`src/rtl/wdog_dual_pkg.sv`:
```
package wdog_dual_pkg;
  localparam int unsigned OFS_PERIOD = 32'h000;
  localparam int unsigned OFS_COUNT  = 32'h004;
  localparam int unsigned OFS_CTRL   = 32'h008;
  localparam int unsigned OFS_CLEAR  = 32'h00C;
  localparam int unsigned OFS_RAW    = 32'h010;
  localparam int unsigned OFS_MASKED = 32'h014;
  localparam int unsigned OFS_KEY    = 32'hC00;

  localparam logic [31:0] UNLOCK_WORD = 32'h1ACCE551;

  typedef struct packed {
    logic rst_en;
    logic run_en;
  } ctrl_t;
endpackage

```
`src/rtl/wdog_dual_regs.sv`:
```
module wdog_dual_regs
  import wdog_dual_pkg::*;
#(
  parameter int ADDR_W = 12,
  parameter int DATA_W = 32
) (
  input  logic              clk,
  input  logic              rst_n,
  input  logic              wr_stb,
  input  logic [ADDR_W-1:0] wr_addr,
  input  logic [DATA_W-1:0] wr_data,
  output logic [DATA_W-1:0] period_q,
  output ctrl_t             ctrl_q,
  output logic              locked_q,
  output logic              reload,
  output logic [DATA_W-1:0] reload_val,
  output logic              clr
);
  logic hit_period, hit_ctrl, hit_clear, hit_key, open_wr;

  assign hit_period = wr_addr == ADDR_W'(OFS_PERIOD);
  assign hit_ctrl   = wr_addr == ADDR_W'(OFS_CTRL);
  assign hit_clear  = wr_addr == ADDR_W'(OFS_CLEAR);
  assign hit_key    = wr_addr == ADDR_W'(OFS_KEY);
  assign open_wr    = wr_stb && !locked_q;

  always_ff @(posedge clk or negedge rst_n) begin
    if (!rst_n) begin
      locked_q <= 1'b1;
      period_q <= '0;
      ctrl_q   <= '0;
    end else begin
      if (wr_stb && hit_key)
        locked_q <= (wr_data != DATA_W'(UNLOCK_WORD));
      if (open_wr && hit_period)
        period_q <= wr_data;
      if (open_wr && hit_ctrl)
        ctrl_q <= ctrl_t'(wr_data[1:0]);
    end
  end

  assign clr        = open_wr && hit_clear;
  assign reload     = open_wr && (hit_period || hit_clear);
  assign reload_val = hit_period ? wr_data : period_q;

  AST_LOCKED_HOLDS: assert property (@(posedge clk) disable iff (!rst_n)
    locked_q && wr_stb && !hit_key |=> $stable(period_q) && $stable(ctrl_q));
  AST_KEY_OPENS: assert property (@(posedge clk) disable iff (!rst_n)
    wr_stb && hit_key && wr_data == DATA_W'(UNLOCK_WORD) |=> !locked_q);
  AST_OTHER_CLOSES: assert property (@(posedge clk) disable iff (!rst_n)
    wr_stb && hit_key && wr_data != DATA_W'(UNLOCK_WORD) |=> locked_q);
endmodule

```
`src/rtl/wdog_dual_count.sv`:
```
module wdog_dual_count #(
  parameter int DATA_W = 32
) (
  input  logic              clk,
  input  logic              rst_n,
  input  logic              run_en,
  input  logic              rst_en,
  input  logic [DATA_W-1:0] period,
  input  logic              reload,
  input  logic [DATA_W-1:0] reload_val,
  input  logic              clr,
  output logic [DATA_W-1:0] cnt_q,
  output logic              raw_q,
  output logic              sysrst_q
);
  logic expire;

  assign expire = run_en && !reload && (cnt_q == '0);

  always_ff @(posedge clk or negedge rst_n) begin
    if (!rst_n) begin
      cnt_q    <= '0;
      raw_q    <= 1'b0;
      sysrst_q <= 1'b0;
    end else begin
      if (reload)
        cnt_q <= reload_val;
      else if (run_en)
        cnt_q <= expire ? period : cnt_q - 1'b1;

      if (clr)
        raw_q <= 1'b0;
      else if (expire)
        raw_q <= 1'b1;

      if (clr)
        sysrst_q <= 1'b0;
      else if (expire && raw_q && rst_en)
        sysrst_q <= 1'b1;
    end
  end

  AST_HOLD_WHEN_OFF: assert property (@(posedge clk) disable iff (!rst_n)
    !run_en && !reload |=> $stable(cnt_q));
  AST_RELOAD_LANDS: assert property (@(posedge clk) disable iff (!rst_n)
    reload |=> cnt_q == $past(reload_val));
  AST_RST_NEEDS_PENDING: assert property (@(posedge clk) disable iff (!rst_n)
    $rose(sysrst_q) |-> $past(raw_q) && $past(rst_en));
  AST_RST_STICKY: assert property (@(posedge clk) disable iff (!rst_n)
    sysrst_q && !clr |=> sysrst_q);
  AST_CLEAR_DROPS: assert property (@(posedge clk) disable iff (!rst_n)
    clr |=> !raw_q && !sysrst_q);
endmodule

```
`src/rtl/wdog_dual.sv`:
```
module wdog_dual
  import wdog_dual_pkg::*;
#(
  parameter int ADDR_W = 12,
  parameter int DATA_W = 32
) (
  input  logic              clk,
  input  logic              rst_n,
  input  logic              psel,
  input  logic              penable,
  input  logic              pwrite,
  input  logic [ADDR_W-1:0] paddr,
  input  logic [DATA_W-1:0] pwdata,
  output logic [DATA_W-1:0] prdata,
  output logic              irq,
  output logic              sys_rst
);
  logic              wr_stb, locked, reload, clr, raw, masked;
  logic [DATA_W-1:0] period, reload_val, cnt;
  ctrl_t             ctrl;

  assign wr_stb = psel && penable && pwrite;

  wdog_dual_regs #(.ADDR_W(ADDR_W), .DATA_W(DATA_W)) u_regs (
    .clk(clk), .rst_n(rst_n), .wr_stb(wr_stb), .wr_addr(paddr),
    .wr_data(pwdata), .period_q(period), .ctrl_q(ctrl), .locked_q(locked),
    .reload(reload), .reload_val(reload_val), .clr(clr)
  );

  wdog_dual_count #(.DATA_W(DATA_W)) u_count (
    .clk(clk), .rst_n(rst_n), .run_en(ctrl.run_en), .rst_en(ctrl.rst_en),
    .period(period), .reload(reload), .reload_val(reload_val), .clr(clr),
    .cnt_q(cnt), .raw_q(raw), .sysrst_q(sys_rst)
  );

  assign masked = raw && ctrl.run_en;
  assign irq    = masked;

  always_comb begin
    prdata = '0;
    if (psel && !pwrite) begin
      unique case (paddr)
        ADDR_W'(OFS_PERIOD): prdata = period;
        ADDR_W'(OFS_COUNT):  prdata = cnt;
        ADDR_W'(OFS_CTRL):   prdata = DATA_W'(ctrl);
        ADDR_W'(OFS_RAW):    prdata = DATA_W'(raw);
        ADDR_W'(OFS_MASKED): prdata = DATA_W'(masked);
        ADDR_W'(OFS_KEY):    prdata = DATA_W'(locked);
        default:             prdata = '0;
      endcase
    end
  end

  AST_IRQ_NEEDS_ENABLE: assert property (@(posedge clk) disable iff (!rst_n)
    irq |-> ctrl.run_en);
endmodule

```
`config.mk`:
```
export PLATFORM = sky130hd
export DESIGN_NAME = wdog_dual
export DESIGN_NICKNAME = d
export VERILOG_FILES = /design/src/rtl/wdog_dual_pkg.sv /design/src/rtl/wdog_dual_regs.sv /design/src/rtl/wdog_dual_count.sv /design/src/rtl/wdog_dual.sv
export SDC_FILE = /design/constraint.sdc
export NUM_CORES = 1
export LEC_CHECK = 0
export BUFFER_PORTS_ARGS = -buffer_cell sky130_fd_sc_hd__buf_2
export CAP_MARGIN = 20
export CORE_ASPECT_RATIO = 2
export CORE_MARGIN = 2
export CORE_UTILIZATION = 52
export CTS_CLUSTER_SIZE = 20
export DETAILED_ROUTE_END_ITERATION = 8
export PLACE_DENSITY_LB_ADDON = 0.2
export SETUP_SLACK_MARGIN = 0.02
export SYNTH_ARGS = -nofsm -noshare
export SYNTH_HDL_FRONTEND = slang
export SYNTH_SLANG_ARGS = --single-unit
```
`constraint.sdc`:
```
create_clock -name clk -period 2.35 [get_ports clk]
set_input_delay 0.235 -clock clk [delete_from_list [all_inputs] [get_ports clk]]
set_output_delay 0.235 -clock clk [all_outputs]
set_load 0.05 [all_outputs]
```
Word-level counts from Yosys, hierarchy flattened
Cells that the tools add are included.
- muxes and demuxes: 10
- equality and inequality tests: 7
- reduce and logical (&&, ||, !) cells: 23
- $add $sub $neg: 1
- operators with widths (cell ; count):
    $pmux 32 s6 ; 1
    $mux 32 ; 5
    $logic_not 32->1 ; 1
    $ne 32x29->1 const B ; 1
    $sub 32x1->32 const B ; 1
    $eq 12x4->1 const B ; 2
    $eq 12x5->1 const B ; 2
    $logic_and 1x1->1 ; 14
    $eq 12x12->1 const B ; 1
    $eq 12x3->1 const B ; 1
    $logic_not 12->1 ; 1
    $reduce_bool 2->1 ; 3
    $mux 1 ; 4
    $logic_not 1->1 ; 3
    $logic_or 1x1->1 ; 1
- logic and storage cells: 48
- register bits after elaboration: 69
- output and inout bits: 34
- bits of input ports: 49

Logic depth before layout (Yosys ltp)
Gate-level depths: netlist (run 1).
- depth after elaboration: 11
- gate-level depth with buffers: 9
- gate-level depth less buffers: 7

Modules after synthesis
Synthesis (run 1) repeated with hierarchy kept, for this count alone.
- cell total of the unflattened synthesis: 533
- area, all modules: 5283.8 sq um
- modules (own cells, without submodules) (module ; seq. area each (sq um) ; instances ; cells an instance ; area an instance (sq um)):
    wdog_dual_count ; 850.8 ; 1 ; 304 ; 2487.4
    wdog_dual_regs ; 877.1 ; 1 ; 136 ; 1994.4
    wdog_dual ; 0.0 ; 1 ; 93 ; 802.0

Least setup slack after synthesis (run 1)
Ideal clock, no wire load.
- path type: input to output
- start point: in paddr[1]
- end point: out prdata[1]
- cell stages on the path: 5
- data arrival time: 2.283 ns
- setup slack: -0.168 ns
- buffers on the path: 0
- path through: nor4_2 > nand3_1 > a21oi_1 > o311ai_1 > nor3_1
- longest elaborated chain between the ends: 3
- elaborated cells between the ends (all ways): 8
- classes of those cells: 5 x eq/ne; 2 x mux; 1 x reduce/logical
- RTL lines (element ; RTL line ; source):
    from (decl) ; wdog_dual.sv:12 ; input logic [ADDR_W-1:0] paddr,
    $eq 12x12->1, or another cell as far along ; wdog_dual.sv:42 ; unique case (paddr)
    $pmux 32 s6 (*) ; wdog_dual.sv:42 ;
    $mux 32 (*) ; wdog_dual.sv:41 ; if (psel && !pwrite) begin
    to (decl) ; wdog_dual.sv:14 ; output logic [DATA_W-1:0] prdata,
Mark *: on every way between the ends. The rest lies on a longest branch, timed or not.

Worst setup path in the final report (run 1)
- start point: reg u_count.cnt_q[6]
- end point: reg u_count.cnt_q[19]
- longest elaborated chain between the ends: 5
- elaborated cells between the ends (all ways): 6
- classes of those cells: 1 x add/sub; 3 x mux; 2 x reduce/logical
- RTL lines (element ; RTL line ; source):
    from (decl) ; wdog_dual_count.sv:12 ; output logic [DATA_W-1:0] cnt_q,
    from (signal assigned) ; wdog_dual_count.sv:27 ; cnt_q <= reload_val;
    from (signal assigned) ; wdog_dual_count.sv:29 ; cnt_q <= expire ? period : cnt_q - 1'b1;
    parallel branches: the longest is 2 deep, another holds $sub 32x1->32 ; -- ;
    $mux 32 (*) ; wdog_dual_count.sv:29 ;
    $mux 32 (*) ; wdog_dual_count.sv:28 ; else if (run_en)
    $mux 32 (*) ; wdog_dual_count.sv:26 ; if (reload)
Every way passes the cells marked *. The select of a mux whose other input is x is not followed.
A chain may end at the register's enable or synchronous reset.

==> impl_summary.md, run 1 <==
Status
The flow ran to the end, but the final reports show violations. The final reports fail on negative hold slack.

Critical path
On the worst path, the slowest cell contributes a delay of 0.49 ns. The worst endpoint data arrival time is 2.45 ns. The endpoint type of the worst setup path is a register. At the worst endpoint, the required time is 2.56 ns. The number of gates on the worst path with buffers counted is 7.

Counting cells, the worst reg-to-reg path comes to 7. The slowest stage cell on the critical path is dfrtp_1. The worst path buffer plus inverter count is 2. The cell family contributing the most delay on the critical path is simple AND/OR/NAND/NOR gates.

The path type of the worst setup path is register to register. The peak fanout along the critical path is 7. The startpoint class of the critical path is a register.

The critical path's most frequent cell is buf_4. The critical path goes through nor4_4, buf_4, nand3_1, o31a_1, nor3_1, buf_4, o21ai_1.

Global route
The via count of the first global-routing pass is 5149. The wire length of the first global-routing pass is 25800 um. The initial antenna violation count came to 0. Entering global routing, the biggest net connects 41 pins. The final global-route overflow total is 0.

The total routing usage reported by global routing is 0.320.

Synth
For this run, the register share of the synthesized area comes to 0.339. Synthesis produced 542 cells. Counting distinct cell types in the post-synthesis netlist gives 60. The primary flip-flop cell chosen by synthesis mapping is dfrtp_1.

The total nets after synthesis is 592. The average size of a mapped cell is 9.40 um^2. The number of register bits inferred by synthesis is 69. The count of flip-flops with a built-in enable after synthesis is 0.

After synthesis, the share of flip-flops with an asynchronous set or reset is 1.00. After synthesis the cells add up to 0.00509 mm^2. The count of synthesis-stage warnings from yosys is 0.

Timing
The part of the cycle the worst path needs is 0.952. The max-slew violation count was 0. The routed design could run at a clock period as short as 2.24 ns.

The final worst hold slack is -0.0145 ns. Setup violations remaining at the end of the flow were counted as 0. Across the routed clock network, the largest skew measured is 0.00974 ns. Timing would allow up to 447 MHz. For the pin with the worst max-slew slack, the measured transition is 0.788 ns. The number of endpoints with negative hold slack in the final report is 13. Measured against its own limit, the worst slew margin works out to 0.468. Adding up every negative setup slack in the final design gives 0 ns. Setup repair after global routing left no endpoint under its margin.

Floorplan
The die is 144 um tall. For this configuration, the core starts out at a cell density of 0.529. The initialized floorplan defines 51 standard-cell rows. During I/O placement, the number of pins put on the boundary was 83.

The floorplan step defined a die boundary enclosing 0.0107 mm^2. The total core area is 0.00964 mm^2. The die outline width is 74.0 um.

Pwr
The worst-case IR drop observed on VDD is 0.500 mV. The static leakage is 2.80 nW. The design draws 2.87 mW. Power spread over the standard cell area amounts to 451 mW/mm^2.

Clock tree
Clock-pin slew was measured on the worst setup and hold paths at 0.06 ns. The buffers inserted during post-CTS setup optimization is 0. TritonCTS built the clock tree. The cell sitting at the root of the clock tree is a clkbuf_16. For the worst-skew pair, the clock arrives at the later sink with an insertion delay of 0.34 ns. In this run the deepest clock path goes through 2 buffers. The number of clock buffers added by TritonCTS is 9. The number of clock sinks is 69. The H-tree was split into 3 levels.

Final layout
In the final layout, the share of cells above drive strength 1 is 0.400. The number of fill cells is 789. The library cell used most frequently in the layout, excluding fill and tap cells, is buf_2.

The final net count is 687. The filler-free cell count of the finished design is 774. The top cell types in the final layout, fill and taps aside, are 81 x buf_2, 68 x dfrtp_1, 51 x mux2_2, 37 x buf_4. After routing the design area is 0.00635 mm^2. The growth of design area from synthesis to finish is 24.7%. The antenna diode count is 0.

Drt
The first detailed-routing pass took 5 iterations. The detailed router finished its first iteration with 368 violations. The vias per cell is 6.32. Once detail routing completed, the nets flagged for antenna violations numbered 0. The routed layout has 4889 vias.

The detail-routed net length per standard cell is 20.9 um. The final layout contains routed wiring with a total length of 16200 um. In the routed design, unresolved DRC markers number 0.

Hold path
The path class of the tightest hold or removal check is primary input to async pin.

Placed design
The wire-length estimate of the detail-placed layout is 11400 um. Port buffering added 82 buffers. Routability-driven placement finished with a final weighted congestion of 0.905.

In this run the cell area measured after placement is 0.00600 mm^2. The number of placed instances, taps included, is 758.

Flow run
The tool flagged a number of max-cap violations equal to 0.
## routing by layer
| layer | part of all wire | routed length (um) | GRT usage | vias up |
|---|---|---|---|---|
| met5 | 0 | 0 | 0 | - |
| met4 | 0.062 | 1010 | 0.213 | 0 |
| met3 | 0.047 | 765 | 0.0404 | 65 |
| met2 | 0.54 | 8780 | 0.577 | 206 |
| met1 | 0.35 | 5630 | 0.332 | 2375 |
| li1 | - | - | - | 2243 |
## state kept, by name (all words and copies together), names as in the netlist
signal            flops
u_count.cnt_q        32
u_regs.period_q      32
u_regs.ctrl_q         2
u_count.raw_q         1
u_count.sysrst_q      1
u_regs.locked_q       1
## worst register-to-register path, stage by stage (launching register included)
cell and delay, ns:
dfrtp_1 0.49, nor4_4 0.38, buf_4 0.21, nand3_1 0.12
o31a_1 0.31, nor3_1 0.35, buf_4 0.19, o21ai_1 0.07
## synthesized netlist by cell type, types with 3 or more instances
| cell | n | area share |
|---|---|---|
| dfrtp_1 | 68 | 0.33 |
| nor2_1 | 55 | 0.041 |
| mux2_2 | 51 | 0.11 |
| mux2i_1 | 32 | 0.063 |
| a22oi_1 | 31 | 0.046 |
| clkbuf_1 | 24 | 0.018 |
| nand2_1 | 24 | 0.018 |
| nor3_1 | 23 | 0.023 |
| o21ai_1 | 17 | 0.017 |
| nand3b_1 | 16 | 0.024 |
| o211ai_1 | 16 | 0.024 |
| nor2b_1 | 14 | 0.017 |
| nor4_1 | 14 | 0.017 |
| nand4_1 | 12 | 0.015 |
| o21ai_0 | 11 | 0.011 |
| xor2_1 | 10 | 0.017 |
| buf_2 | 8 | 0.0079 |
| inv_1 | 8 | 0.0059 |
| o211ai_2 | 8 | 0.020 |
| xnor2_1 | 8 | 0.014 |
| a21oi_1 | 6 | 0.0059 |
| nand3_1 | 5 | 0.0049 |
| nor4bb_1 | 5 | 0.0098 |
| o21a_1 | 5 | 0.0074 |
| o31a_1 | 5 | 0.0086 |
| and4_1 | 4 | 0.0069 |
| buf_1 | 4 | 0.0029 |
| buf_6 | 4 | 0.0088 |
| nor4_2 | 4 | 0.0098 |
| o31ai_1 | 4 | 0.0059 |
| nor4b_1 | 3 | 0.0052 |
| or2_2 | 3 | 0.0037 |
| or3_1 | 3 | 0.0037 |
## logic make-up after synthesis
logic type      share of synthesized area
xor+xnor                           0.0309
compound gates                      0.165
fa+ha+maj                         0.00246
flops                               0.339
buf+inv                            0.0462
simple gates                        0.236
mux                                 0.180
## per-stage QoR
stage	setup WS [ns]	util
after global placement	0.128	0.622
after detailed placement	0.0514	0.622
after global routing	0.0319	0.660
final	0.112	0.660
after CTS	0.0502	0.656
after floorplan	0.0555	-
## power by group
group          internal [mW]  switching (mW)  leakage, nW  total [mW]
clock                  0.956           0.539        0.158        1.50
combinational         0.0700           0.110         1.72       0.180
sequential              1.19         0.00223        0.924        1.19
total                   2.22           0.652         2.80        2.87
## final timing paths
path                                         startpoint                              end  slack (ns)
setup / recovery           u_count.cnt_q[6]$_DFFE_PN0P_    u_count.cnt_q[19]$_DFFE_PN0P_        0.11
setup reg to reg           u_count.cnt_q[6]$_DFFE_PN0P_    u_count.cnt_q[19]$_DFFE_PN0P_        0.11
min in group clk                             pwdata[22]  u_regs.period_q[22]$_DFFE_PN0P_        0.14
hold reg to reg            u_count.sysrst_q$_DFFE_PN0P_     u_count.sysrst_q$_DFFE_PN0P_        0.49
hold / removal                                    rst_n   u_regs.period_q[2]$_DFFE_PN0P_       -0.01
max in group asynchronous                         rst_n    u_count.cnt_q[18]$_DFFE_PN0P_        1.67
## repair_timing
action                     4_1_cts  5_1_grt
resized for setup                0        7
setup endpoints to repair        0       37
hold buffers                     0        0
## area by class of cell
class | instances | area (um^2) | area share
Multi-Input combinational cell | 423 | 3280 | 0.515
Clock inverter | 6 | 86.3 | 0.0136
Sequential cell | 69 | 1730 | 0.272
Tap cell | 132 | 165 | 0.0260
Clock buffer | 10 | 239 | 0.0376
Timing Repair Buffer | 126 | 831 | 0.131
Inverter | 8 | 30.0 | 0.00473
No activity file was read; power rests on OpenSTA's default activity.
==> run 2: changes to the inputs <==
ABC_AREA = 1   (was default)
CORE_UTILIZATION = 53   (was 52)
PLACE_DENSITY = 0.78   (was default)
PLACE_DENSITY_LB_ADDON = default   (was 0.2)
SKIP_LAST_GASP = 1   (was default)
==> impl_summary.md, run 2 <==
Status
The run finished with clean final reports.

Critical path
The peak fanout along the critical path is 31 (+24). The worst register-to-register path begins at u_count.cnt_q[1]$_DFFE_PN0P_. The startpoint class of the critical path is a primary input.

The worst endpoint data arrival time is 1.93 ns (-0.52 ns). By startpoint and endpoint, the worst setup path is classified as primary input to output port. The endpoint type of the worst setup path is an output port. Tracing the worst setup path back leads to its startpoint at paddr[1].

The data required time at the worst endpoint was 2.12 ns (-0.44 ns).

Pwr
The static leakage is 3.51 nW (+25%). The internal portion of total power is 2.22 mW (+0.30%). The share of total power in the clock network is 0.529 (+0.008).

The overall power after layout is 2.93 mW (+2.1%). The combinational fraction of design power came to 0.061 (-0.002). The highest ir drop seen on vdd is 0.621 mV (+24%). The switching component of the power came to 0.704 mW (+8.1%).

The ratio of total power to cell area is 445 mW/mm^2 (-1.3%). The sequential share of power was 0.411 (-0.005). The fraction of power spent switching nets is 0.240 (+0.0133).

Synth
After synthesis, the most frequently instantiated cells are 257 x nand2_1, 171 x inv_1, 103 x nor2_1. The portion of the post-synthesis area used by sequential elements came to 0.306 (-0.0333). The summed instance area of the synthesized netlist is 0.00565 mm^2 (+11%). The average size of a mapped cell was 6.20 um^2 (-34%).

The leading area contributor after synthesis is dfrtp_1. The number of register bits inferred by synthesis was 69 (unchanged). The count of synthesis-stage warnings from yosys is 0 (unchanged). The library cell with the highest instance count after synthesis is nand2_1. The fraction of registers with async set or reset after synthesis is 1.00 (unchanged).

The total nets after synthesis was 961 (+62%). Yosys attributes the largest share of cell area to dfrtp_1 30%, nand2_1 17%, inv_1 11%. The primary flip-flop cell chosen by synthesis mapping is dfrtp_1.

The count of flip-flops with a built-in enable after synthesis is 0 (unchanged). The share of the synthesized area in the top cell type is 0.301 (-0.0328). The cell count after synthesis was 911 (+68%). The number of unique standard cell types used by synthesis was 35 (-42%).

Timing
The relative max-transition margin was 0.572 (+0.104). The maximum clock rate is 462 MHz (+3.5%). The max-slew violation count is 0 (unchanged).

The post-route minimum period is 2.16 ns (-0.0757 ns). The number of endpoints with negative hold slack in the final report was 0 (-13). The sum of negative setup slack was 0 ns (unchanged). The number of setup violations in the final report was 0 (unchanged). The slew of the pin with the lowest slew margin was 0.642 ns (-0.146 ns).

The part of the cycle the worst path needs is 0.920 (-0.0322). The least setup slack across all paths after layout was 0.188 ns (+0.0757 ns). Setup repair after global routing left no endpoint under its margin. The final worst hold slack is 0.172 ns (+0.186 ns).

The worst clock skew is 0.00927 ns (-0.000472 ns).

Floorplan
The count of boundary I/O pins is 83 (unchanged). The die outline width is 77.0 um (+4.1%). The total core area is 0.0105 mm^2 (+8.7%). The die area is 0.0116 mm^2 (+8.4%). The vertical die dimension is 150 um (+4.2%). The standard-cell row count is 53 (+3.9%). The initial core utilization is 0.539 (+0.0105).

Global route
The final global-route overflow total is 0 (unchanged). The wire length of the first global-routing pass was 31200 um (+21%). The initial antenna violation count is 0 (unchanged). The via count of the first global-routing pass was 6069 (+18%). The pin count of the biggest net entering global routing was 90 (+120%). The total routing usage reported by global routing is 0.355 (+0.0348).

Clock tree
The number of clock sinks was 69 (unchanged). The clock slew seen by the registers of the worst setup and hold paths is 0.06 ns (about the same). The post-cts repair resize count is 0 (unchanged). The number of levels the H-tree was split into was 3 (unchanged).

The CTS tree is yes. The buffer depth of the longest clock path is 2 (unchanged). The TritonCTS buffer count is 9 (unchanged).

The clock root buffer master is clkbuf_16. The clock insertion delay at the later pin of the skew report is 0.34 ns (about the same).

Final layout
The antenna diode count is 0 (unchanged). The number of fill cells is 1056 (+34%). The final net count is 1043 (+52%).

The combined flip-flop and latch cell area came to 0.00173 mm^2 (unchanged). The fraction of final layout cells sized beyond drive strength 1 was 0.163 (-0.237). Compared with the post-synthesis result, the final layout area differs by 16.3%. The final core utilization is 0.627 (-0.0322). The most common library cell in the layout ignoring fill and taps is nand2_1.

In the layout the commonest cells are 257 x nand2_1, 171 x inv_1, 103 x nor2_1, 82 x buf_2, 78 x nand3_1. The largest registers in the layout are u_count.cnt_q (32), u_regs.period_q (32), u_regs.ctrl_q (2). The area of combinational cells with multiple inputs is 0.00305 mm^2 (-6.9%).

Hold path
The beginning of the worst hold path is pwdata[30]. In this run the worst hold path is classified as primary input to register.

Drt
The total wire length after detailed routing is 20100 um (+24%). The vias per cell was 5.56 (-12%). The detail-routed net length per standard cell is 17.7 um (-15%).

The violation count after the first detailed-route iteration was 577 (+57%). The remaining antenna violation count is 0 (unchanged). The detailed-route DRC error count is 0 (unchanged). The number of vias after detailed routing is 6315 (+29%).

The number of iterations in the first detailed-routing pass is 6 (+1).

Placed design
The worst setup slack after placement came to 0.244 ns (+0.193 ns). The final weighted congestion in routability-driven placement is 1.03 (+14%). The port buffer count is 82 (unchanged). The final HPWL from detailed placement is 15100 um (+33%).

Flow run
The count of maximum capacitance violations is 0 (unchanged).
run 2: changes by cell type after synthesis, sizes merged, moves of 30 or more:
cell / before / now
mux2: 53 / 5
o22ai: 0 / 30
inv: 8 / 179
mux2i: 32 / 0
nor2: 56 / 116
nand2: 24 / 266
o21ai: 28 / 65
nand3: 5 / 81
a22oi: 31 / 0
run 2: what timing repair did:
action	CTS	global route
setup buffers	0	0
endpoints found under the hold margin	23	0
hold buffers	1	0
run 2: path summary, 6_finish.rpt:
kind | end | slack [ns] | cells past startpoint
max | prdata[17] | 0.19 | 10
min | u_regs.period_q[30]$_DFFE_PN0P_ | 0.17 | 3
max reg2reg | u_count.cnt_q[8]$_DFFE_PN0P_ | 0.25 | 11
min reg2reg | u_regs.locked_q$_DFFE_PN1P_ | 0.48 | 2
max in group asynchronous | u_regs.locked_q$_DFFE_PN1P_ | 1.22 | 3
min in group asynchronous | u_count.cnt_q[18]$_DFFE_PN0P_ | 0.46 | 2
run 2: power groups by stage:
stage | Combinational, mW | Clock, mW | Sequential (mW)
finish | 0.178 | 1.55 | 1.20
CTS | 0.178 | 1.55 | 1.20
global route | 0.196 | 1.60 | 1.20
global placement | 0.175 | 0 | 1.22
floorplan | 0.0623 | 0 | 1.22
detailed placement | 0.176 | 0 | 1.22
run 2: per-layer routing:
| layer | track usage | vias up | routed length, um |
|---|---|---|---|
| li1 | - | 3002 | - |
| met5 | 0 | - | 0 |
| met3 | 0.0603 | 126 | 1250 |
| met4 | 0.341 | 0 | 2140 |
| met1 | 0.353 | 2835 | 6720 |
| met2 | 0.613 | 352 | 9980 |
run 2: stage by stage:
step | area, um^2 | cells
after floorplan | 5650 | 911
after global placement | 6230 | 1118
after detailed placement | 6230 | 1118
after CTS | 6570 | 1135
after global routing | 6570 | 1135
final | 6570 | 1135
run 2: area by class of cell:
class / count / share of cell area
clock buffers: 10 / 0.0364
inverters: 179 / 0.102
clock inverters: 6 / 0.0143
repair buffers: 106 / 0.0940
well taps: 137 / 0.0261
flip-flops and latches: 69 / 0.263
multi-input cells: 628 / 0.464
run 2: logic make-up after synthesis:
logic type | Yosys count | share of synthesized area
AOI/OAI and AO/OA | 116 | 0.118
DFF | 69 | 0.306
muxes | 5 | 0.00996
and+or+nand+nor | 489 | 0.383
buffers and inverters | 214 | 0.154
xor gates and xnor gates | 17 | 0.0264
adders and majority gates | 1 | 0.00221
run 2: worst max-delay path: stages:
cell and delay (ns):
buf_2 0.11, nor2_4 0.14, inv_1 0.08, nor3_2 0.20
nand2_1 0.11, buf_4 0.27, o22ai_1 0.26, inv_1 0.08
nor2_1 0.14, buf_2 0.29
==> run 3: changes to the inputs <==
ABC_AREA = 0   (was 1)
CELL_PAD_IN_SITES_DETAIL_PLACEMENT = 1   (was default)
CELL_PAD_IN_SITES_GLOBAL_PLACEMENT = 1   (was default)
CORE_UTILIZATION = 40   (was 53)
==> impl_summary.md, run 3 (synthesized netlist as in run 1, its figures left out) <==
Status
The flow ran to the end, and the final reports show no timing, DRC or antenna violations.

Drt
The total wire length after detailed routing was 18700 um (-6.7%). The sum of routed wire segments on met1 is 6490 um (-3.4%). The detail-routed net length per standard cell came to 23.4 um (+32%).

The vias per cell is 6.40 (+15%). The number of iterations in the first detailed-routing pass is 4 (-2). The remaining antenna violation count came to 0 (unchanged). The detailed-route DRC error count is 0 (unchanged). The violation count after the first detailed-route iteration came to 278 (-52%). The detailed router used layers up to and including met4. The total length of routed met2 wires is 10600 um (+6.1%). The number of vias after detailed routing was 5127 (-19%). The wire length on met3 is 606 um (-51%).

Critical path
The longest individual stage delay on the worst path was 0.37 ns (+0.08 ns). The data required time at the worst endpoint came to 2.12 ns (about the same). The logic depth of the worst register-to-register path is 8 (-3). The worst setup path is launched from a primary input. The kind of cell with the highest combined delay along the critical path is simple AND/OR/NAND/NOR gates. The endpoint type of the worst setup path is an output port.

The peak fanout along the critical path is 21 (-32%). The worst endpoint data arrival time was 2.03 ns (+0.10 ns). The number of gates on the worst path with buffers counted is 9 (-1).

The path type of the worst setup path is primary input to output port. The signal on the critical path passes through buf_2, nor4_2, nand3_2, nor3_2, buf_4, buf_12, a22oi_1, nor2_2, buf_2. The worst path buffer plus inverter count is 4 (-1). The largest individual stage delay along the critical path comes from the cell nor4_2. The critical path's most frequent cell is buf_2.

Global route
The pin count of the biggest net entering global routing is 70 (-22%). The final global-route overflow total is 0 (unchanged). The via count of the first global-routing pass came to 5633 (-7.2%). The wire length of the first global-routing pass is 29800 um (-4.4%). The total routing usage reported by global routing came to 0.277 (-0.0777). The initial antenna violation count was 0 (unchanged).

Final layout
The final core utilization is 0.519 (-0.108). The growth of design area from synthesis to finish is 27.2%. The filler-free cell count of the finished design was 801 (-29%). The final net count is 696 (-33%). Leaving out fill and tap cells, the most frequent cell in the layout is buf_2.

The total non-filler cell area in the finished layout is 0.00648 mm^2 (-1.4%). The library cells used most frequently in the layout, excluding fill and tap cells, are 79 x buf_2, 68 x dfrtp_1, 51 x mux2_2, 44 x buf_4. The antenna diode count is 0 (unchanged). In the final layout, the registers with the most flip-flops are u_count.cnt_q (32), u_regs.period_q (32), u_regs.ctrl_q (2). The number of fill cells came to 1470 (+39%).

The fraction of final layout cells sized beyond drive strength 1 is 0.407 (+0.244).

Timing
The post-route minimum period is 2.26 ns (+0.100 ns). The maximum clock rate came to 442 MHz (-4.4%). The relative max-transition margin is 0.636 (+0.0638).

Setup repair after global routing could not meet its margin everywhere. The slew of the pin with the lowest slew margin is 0.539 ns (-0.103 ns). The number of setup violations in the final report is 0 (unchanged). The worst clock skew is 0.00609 ns (-0.00318 ns). The final worst hold slack is 0.152 ns (-0.0194 ns).

The max-slew violation count came to 0 (unchanged). The part of the cycle the worst path needs is 0.963 (+0.0426). The number of endpoints with negative hold slack in the final report is 0 (unchanged).

Pwr
The overall power after layout is 3.00 mW (+2.4%). The switching component of the power is 0.670 mW (-4.8%). The combinational fraction of design power was 0.063 (+0.002).

The share of total power in the clock network came to 0.539 (+0.010). The static leakage is 2.87 nW (-18%). The internal portion of total power is 2.33 mW (+4.7%). The sequential share of power is 0.398 (-0.013). The fraction of power spent switching nets is 0.223 (-0.0170). The ratio of total power to cell area is 463 mW/mm^2 (+3.8%). The highest ir drop seen on vdd was 0.372 mV (-40%).

Floorplan
The total core area is 0.0125 mm^2 (+19%). The count of boundary I/O pins is 83 (unchanged). The initial core utilization is 0.408 (-0.131).

The standard-cell row count is 58 (+9.4%). The die outline width was 83.8 um (+8.8%). The vertical die dimension is 164 um (+9.1%).

The die area is 0.0137 mm^2 (+19%).

Hold path
The min-delay analysis places its worst path in the category primary input to register. The cell depth of the worst hold path came to 3 (unchanged).

Placed design
The cell area after placement is 0.00608 mm^2 (-2.3%). The cell count after placement is 783 (-30%). The final weighted congestion in routability-driven placement came to 0.973 (-5.6%). The port buffer count is 82 (unchanged).

The final HPWL from detailed placement came to 13300 um (-12%).

Clock tree
The number of clock sinks is 69 (unchanged). The cell sitting at the root of the clock tree is a clkbuf_16. The buffer depth of the longest clock path was 2 (unchanged). The number of levels the H-tree was split into was 3 (unchanged). The TritonCTS buffer count is 9 (unchanged). The CTS tree is yes. The clock insertion delay at the later pin of the skew report is 0.34 ns (about the same). The clock slew seen by the registers of the worst setup and hold paths came to 0.06 ns (about the same).

Flow run
The count of maximum capacitance violations came to 0 (unchanged).
==> run 3: power groups by stage <==
stage	logic [mW]	registers [mW]	clock network, mW
after floorplan	0.0562	1.21	0
after global placement	0.176	1.21	0
after detailed placement	0.184	1.21	0
after CTS	0.189	1.19	1.63
after global routing	0.206	1.19	1.68
final	0.189	1.19	1.62
==> run 3: metal layers <==
metal  vias up  GRT usage
li1       2265          -
met1      2621      0.283
met2       157      0.528
met3        84     0.0349
met4         0      0.163
met5         -          0
==> run 3: through the flow <==
stage,worst slack (ns),TNS [ns]
2_1_floorplan,0.0555,0
3_3_place_gp,0.121,0
6_report,0.0877,0
5_1_grt,-0.0323,-0.185
3_5_place_dp,0.0505,0
4_1_cts,0.0651,0
==> run 3: worst paths after layout <==
check	start	endpoint	slack (ns)
setup / recovery	paddr[1]	prdata[16]	0.09
setup reg to reg	u_count.cnt_q[0]$_DFFE_PN0P_	u_count.cnt_q[1]$_DFFE_PN0P_	0.10
min in group asynchronous	rst_n	u_regs.period_q[12]$_DFFE_PN0P_	0.47
hold / removal	pwdata[22]	u_regs.period_q[22]$_DFFE_PN0P_	0.15
max in group asynchronous	rst_n	u_regs.locked_q$_DFFE_PN1P_	1.53
hold reg to reg	u_count.sysrst_q$_DFFE_PN0P_	u_count.sysrst_q$_DFFE_PN0P_	0.53
==> run 3: area by class of cell <==
type	count	area, um^2	area share
multi-input combinational	423	3270	0.504
timing repair buffer	135	918	0.142
sequential	69	1730	0.267
clock buffer	10	239	0.0369
tap	150	188	0.0290
inverter	8	30.0	0.00463
clock inverter	6	110	0.0170
==> run 3: what timing repair did <==
item / in CTS / in global routing
gates resized for setup: 2 / 7
hold buffers: 1 / 0
buffers inserted: 1 / 0
endpoints found under the hold margin: 68 / 0
pin swaps: 0 / 0
setup endpoints to repair: 2 / 31
==> run 3: worst register-to-register path, stage by stage, from the launching register on <==
cell and delay (ns):
dfrtp_1 0.39, inv_1 0.11, ha_1 0.24, nor4b_4 0.30
nand4_4 0.13, or3_4 0.44, buf_12 0.18, o21ai_1 0.17
o221ai_1 0.16
